===== config.mk =====
export PLATFORM = sky130hd
export DESIGN_NAME = srp_inport
export DESIGN_NICKNAME = d
export VERILOG_FILES = /design/src/rtl/srp_pkg.sv /design/src/rtl/srp_hdr_strip.sv /design/src/rtl/srp_path_lock.sv /design/src/rtl/srp_flit_stage.sv /design/src/rtl/srp_inport.sv
export SDC_FILE = /design/constraint.sdc
export NUM_CORES = 1
export LEC_CHECK = 0
export CORE_MARGIN = 5
export CORE_UTILIZATION = 30
export CTS_CLUSTER_DIAMETER = 60
export DETAILED_ROUTE_END_ITERATION = 8
export PLACE_DENSITY = 0.54
export SLEW_MARGIN = 20
export SYNTH_ARGS = -nofsm -noshare
export SYNTH_HDL_FRONTEND = slang
export SYNTH_HIERARCHICAL = 1
export SYNTH_SLANG_ARGS = --single-unit

===== constraint.sdc =====
create_clock -name clk -period 2.53 [get_ports clk]
set_input_delay 0.253 -clock clk [delete_from_list [all_inputs] [get_ports clk]]
set_output_delay 0.253 -clock clk [all_outputs]
set_load 0.01 [all_outputs]

===== src/rtl/srp_pkg.sv =====
package srp_pkg;
  // flit type bit positions
  localparam int unsigned TYPE_W   = 2;
  localparam int unsigned HEAD_BIT = 0;
  localparam int unsigned TAIL_BIT = 1;

  typedef logic [TYPE_W-1:0] ftype_t;

  function automatic logic is_head(input ftype_t t);
    return t[HEAD_BIT];
  endfunction

  function automatic logic is_tail(input ftype_t t);
    return t[TAIL_BIT];
  endfunction
endpackage


===== src/rtl/srp_hdr_strip.sv =====
module srp_hdr_strip #(
  parameter int unsigned FLIT_W = 32,
  parameter int unsigned PORT_W = 4
) (
  input  logic [FLIT_W-1:0] hdr_i,
  output logic [PORT_W-1:0] port_o,
  output logic [FLIT_W-1:0] rest_o
);
  localparam int unsigned KEEP_W = FLIT_W - PORT_W;

  assign port_o = hdr_i[PORT_W-1:0];
  assign rest_o = {{PORT_W{1'b0}}, hdr_i[FLIT_W-1:PORT_W]};

  initial begin
    if (KEEP_W < 1) $error("flit too narrow for one route field");
  end
endmodule


===== src/rtl/srp_path_lock.sv =====
module srp_path_lock #(
  parameter int unsigned PORT_W = 4,
  localparam int unsigned NPORTS = 1 << PORT_W
) (
  input  logic              clk,
  input  logic              rst,
  input  logic              open_i,
  input  logic [PORT_W-1:0] open_port_i,
  input  logic              close_i,
  output logic              locked_o,
  output logic [PORT_W-1:0] port_o,
  output logic [NPORTS-1:0] req_o
);
  logic [NPORTS-1:0] dec;

  for (genvar g = 0; g < NPORTS; g++) begin : g_dec
    assign dec[g] = (open_port_i == PORT_W'(g));
  end

  always_ff @(posedge clk) begin
    if (rst) begin
      locked_o <= 1'b0;
      port_o   <= '0;
      req_o    <= '0;
    end else if (open_i) begin
      locked_o <= 1'b1;
      port_o   <= open_port_i;
      req_o    <= dec;
    end else if (close_i) begin
      locked_o <= 1'b0;
      req_o    <= '0;
    end
  end

  // at most one output requested
  p_req_onehot_r2: assert property (@(posedge clk) disable iff (rst)
    $onehot0(req_o));

  // a new path opens only when idle or releasing
  p_open_free_r7: assert property (@(posedge clk) disable iff (rst)
    open_i |-> (!locked_o || close_i));

  // request follows lock state
  p_req_lock_r2: assert property (@(posedge clk) disable iff (rst)
    locked_o |-> (req_o != '0));
endmodule


===== src/rtl/srp_flit_stage.sv =====
module srp_flit_stage #(
  parameter int unsigned FLIT_W = 32,
  parameter int unsigned TYPE_W = 2
) (
  input  logic              clk,
  input  logic              rst,
  input  logic              load_i,
  input  logic [FLIT_W-1:0] data_i,
  input  logic [TYPE_W-1:0] type_i,
  input  logic              pop_i,
  output logic              valid_o,
  output logic [FLIT_W-1:0] data_o,
  output logic [TYPE_W-1:0] type_o
);
  always_ff @(posedge clk) begin
    if (rst) begin
      valid_o <= 1'b0;
      data_o  <= '0;
      type_o  <= '0;
    end else if (load_i) begin
      valid_o <= 1'b1;
      data_o  <= data_i;
      type_o  <= type_i;
    end else if (pop_i) begin
      valid_o <= 1'b0;
    end
  end

  // never overwrite a held flit that is not leaving
  p_no_overrun_r10: assert property (@(posedge clk) disable iff (rst)
    !(load_i && valid_o && !pop_i));

  // a stalled flit stays in place
  p_stall_hold_r6: assert property (@(posedge clk) disable iff (rst)
    (valid_o && !pop_i) |=> (valid_o && $stable(data_o) && $stable(type_o)));
endmodule


===== src/rtl/srp_inport.sv =====
module srp_inport #(
  parameter int unsigned FLIT_W = 32,
  parameter int unsigned PORT_W = 4,
  localparam int unsigned NPORTS = 1 << PORT_W
) (
  input  logic              clk,
  input  logic              rst,
  input  logic              in_valid,
  output logic              in_ready,
  input  logic [1:0]        in_type,
  input  logic [FLIT_W-1:0] in_data,
  output logic [NPORTS-1:0] req_vec,
  input  logic [NPORTS-1:0] grant_vec,
  output logic              out_valid,
  input  logic              out_ready,
  output logic [1:0]        out_type,
  output logic [FLIT_W-1:0] out_data,
  output logic [PORT_W-1:0] out_port
);
  import srp_pkg::*;

  logic [PORT_W-1:0] hdr_port;
  logic [FLIT_W-1:0] hdr_rest;
  logic              locked;
  logic              fire, closing, lock_after, accept, opening, load;
  logic [FLIT_W-1:0] ld_data;

  srp_hdr_strip #(.FLIT_W(FLIT_W), .PORT_W(PORT_W)) u_strip (
    .hdr_i  (in_data),
    .port_o (hdr_port),
    .rest_o (hdr_rest)
  );

  assign fire       = out_valid && out_ready && grant_vec[out_port];
  assign closing    = fire && is_tail(out_type);
  assign lock_after = locked && !closing;
  assign in_ready   = !out_valid || fire;
  assign accept     = in_valid && in_ready;
  assign opening    = accept && !lock_after && is_head(in_type);
  assign load       = accept && (lock_after || is_head(in_type));
  assign ld_data    = opening ? hdr_rest : in_data;

  srp_path_lock #(.PORT_W(PORT_W)) u_lock (
    .clk         (clk),
    .rst         (rst),
    .open_i      (opening),
    .open_port_i (hdr_port),
    .close_i     (closing),
    .locked_o    (locked),
    .port_o      (out_port),
    .req_o       (req_vec)
  );

  srp_flit_stage #(.FLIT_W(FLIT_W), .TYPE_W(TYPE_W)) u_stage (
    .clk     (clk),
    .rst     (rst),
    .load_i  (load),
    .data_i  (ld_data),
    .type_i  (in_type),
    .pop_i   (fire),
    .valid_o (out_valid),
    .data_o  (out_data),
    .type_o  (out_type)
  );

  // a held flit always has its output requested
  p_valid_has_req_r2: assert property (@(posedge clk) disable iff (rst)
    out_valid |-> req_vec[out_port]);

  // tail leaving with no new head frees the request
  p_release_r7: assert property (@(posedge clk) disable iff (rst)
    (closing && !opening) |=> (req_vec == '0));

  // stray flit on an idle port leaves nothing to forward
  p_stray_drop_r9: assert property (@(posedge clk) disable iff (rst)
    (accept && !lock_after && !is_head(in_type) && !out_valid) |=> !out_valid);
endmodule


==> out/results.ini <==
[timing]
setup_viol = 0
skew_ns = 0.00978
hold_viol = 0
fmax_mhz = 427
relSlewSlack = 0.532
whs_ns = 0.403
fin_crit_sh = 0.926
finalCriticalPeriod_ns = 2.34
fin_tns_setup_ns = 0
timing.final.ws_setup_ns = 0.186
rsz0062_at_grt = no
slew_viol_final = 0
worst_pin_slew_ns = 0.701

[finish]
instances_no_fill = 677
area_delta_synth_final_pct = 28.5
diodes = 0
fin_util = 0.396
final_area_mm2 = 0.00529
nets = 554
drive_above_1_share = 0.168

[synthesis]
syn-instance-count = 441
yosys.area.top_type = dfxtp_1
yosysMostFrequentCell = dfxtp_1
ys_types = 42
ys_ff_latch = 56
ys_top_cells_by_area = dfxtp_1, a41oi_2, mux2i_1
synth-edff-count = 0
synth.top_cells.by_count = dfxtp_1, mux2i_1, nor2_1, buf_4, and2_1
yosysWarnings = 6
dominantRegCellSynth = dfxtp_1
synth_area_mm2 = 0.00412
synthArstFlopShare = 0
postSynthAreaPerCell_um2 = 9.33
ys_seq_area_frac = 0.272
synth.top_cell.area_share = 0.272

[setup_path]
crit_path_cell_trace = buf_6 > mux2i_1 > a221o_1 > o21bai_1 > nor3_4 > buf_12 > a22o_2
startpoint_type = flip-flop
worstSetupPathType = flip-flop to flip-flop
cp_max_fo = 16
critPathLaunch = u_lock/port_o[2]
slowest_stage = o21bai_1
worst_path_largest_cell_delay_ns = 0.59
worstPathArrival_ns = 2.54
end_kind = flip-flop
reg2reg_from = u_lock/port_o[2]
critPathTopFamily = compound AO/OA/AOI/OAI gates
path_buf_inv = 2
crit_required_ns = 2.73

[floorplanning]
fp-row-count = 42
io_pins = 110
core_area_mm2 = 0.0133
die_area_mm2 = 0.0162
initial_core_util = 0.308
die_width_um = 127
die_y_um = 127

[pwr]
fin_total_pwr_mw = 2.65
peakVddDrop_uv = 250
powerDensity_mw_per_mm2 = 501
leakage_nw = 1.71

[job]
maxCapViolCount = 0

[detailed_routing]
finalWirelength_um = 12300
firstDrtPassIters = 4
wl_per_cell_um = 18.1
via_per_inst = 5.36
num_vias = 3627
drtIter0Drc = 330
antenna_left = 0
remaining_drc_errors = 0

[global_route]
use_met3 = 0.0309
grt_usage = 0.150
grt-busiest-layer = met2
antenna_found_initial = 0
grt_overflow = 0
grt_first_pass_wirelength_um = 19900
grt.met2_usage = 0.240
grt_use_met1 = 0.207
grt_max_degree = 65
grt_pass1_vias = 3605

[clocking]
cts.sinks = 56
insertion_delay_ns = 0.30
cts_buffers = 5
cts_max_level = 2
clock_path_buffers = 2
cts_tree = yes
clk_pin_slew_ns = 0.08
root_buffer = clkbuf_16
cts-hold-fix-buffers = 0

[min_path]
hold_class = primary input to flip-flop
hold_path.startpoint = rst

[outcome]
status = finished, final reports clean

[place]
place_area_mm2 = 0.00511
dp_slack_ns = -0.0132
dp_cells = 669
hpwl_um = 8210
place_congestion = 0.728
io_buffers = 109

[routing by layer]
layer / vias up / wire (um)
met2: 105 / 5670
met4: 0 / 91
li1: 1743 / -
met3: 5 / 611
met5: - / 0
met1: 1774 / 5900
[flip-flops by register name, summed over array words and instances (netlist names)]
name and cells:
u_lock/port_o 4, u_stage/data_o 32, u_lock/req_o 16, u_lock/locked_o 1, u_stage/valid_o 1, u_stage/type_o 2
[worst register-to-register path, cell delays in order (launching register included)]
cell      delay (ns)
dfxtp_1         0.39
buf_6           0.16
mux2i_1         0.15
a221o_1         0.41
o21bai_1        0.59
nor3_4          0.11
buf_12          0.18
a22o_2          0.26
[path summary, 6_finish.rpt]
kind / end / slack [ns] / depth (start not counted)
worst max-delay path: u_lock/req_o[5] / 0.19 / 7
worst min-delay path: u_lock/port_o[0] / 0.40 / 2
worst min register to register: u_lock/req_o[10] / 0.47 / 1
worst max register to register: u_lock/req_o[5] / 0.19 / 7
[final cells by class]
cell class / count / area (um^2)
Clock buffer: 5 / 125
Multi-Input combinational cell: 300 / 2440
Tap cell: 176 / 220
Clock inverter: 3 / 50.0
Timing Repair Buffer: 130 / 1310
Fill cell: 1384 / 8060
Sequential cell: 56 / 1120
Inverter: 7 / 26.3
[placed cells by master, fill, tap and decap left out, types with 2 or more instances in the layout]
master / count
a21oi_1: 2
a221o_1: 2
a221oi_4: 2
a22o_2: 8
a22oi_2: 2
a32o_1: 8
a41oi_1: 2
a41oi_2: 30
and2_1: 33
and3_1: 2
and3b_1: 2
and4bb_2: 2
buf_12: 5
buf_4: 15
clkbuf_16: 5
clkdlybuf4s50_1: 107
conb_1: 4
dfxtp_1: 55
inv_1: 7
mux2i_1: 44
nand2b_1: 2
nand4_1: 32
nor2_1: 40
nor2b_1: 3
nor3_1: 2
nor3b_1: 2
o211ai_1: 32
o21ai_0: 30
o21ai_1: 3
[logic make-up after synthesis]
logic type             synth area share
other                          0.000911
AOI/OAI and AO/OA                 0.293
and+or+nand+nor                   0.176
DFF                               0.272
buffers and inverters             0.145
muxes                             0.112
[power by group]
group          leakage, nW  total (mW)  internal (mW)  switching [mW]
Combinational         1.17       0.846          0.391           0.455
Sequential           0.457       0.971          0.936          0.0357
Clock               0.0863       0.835          0.479           0.356
[what timing repair did]
action	4_1_cts	5_1_grt
setup endpoints to repair	1	0
hold endpoints to repair	0	0
resized for setup	3	0
setup buffers	0	0
No activity file was read; power rests on OpenSTA's default activity.
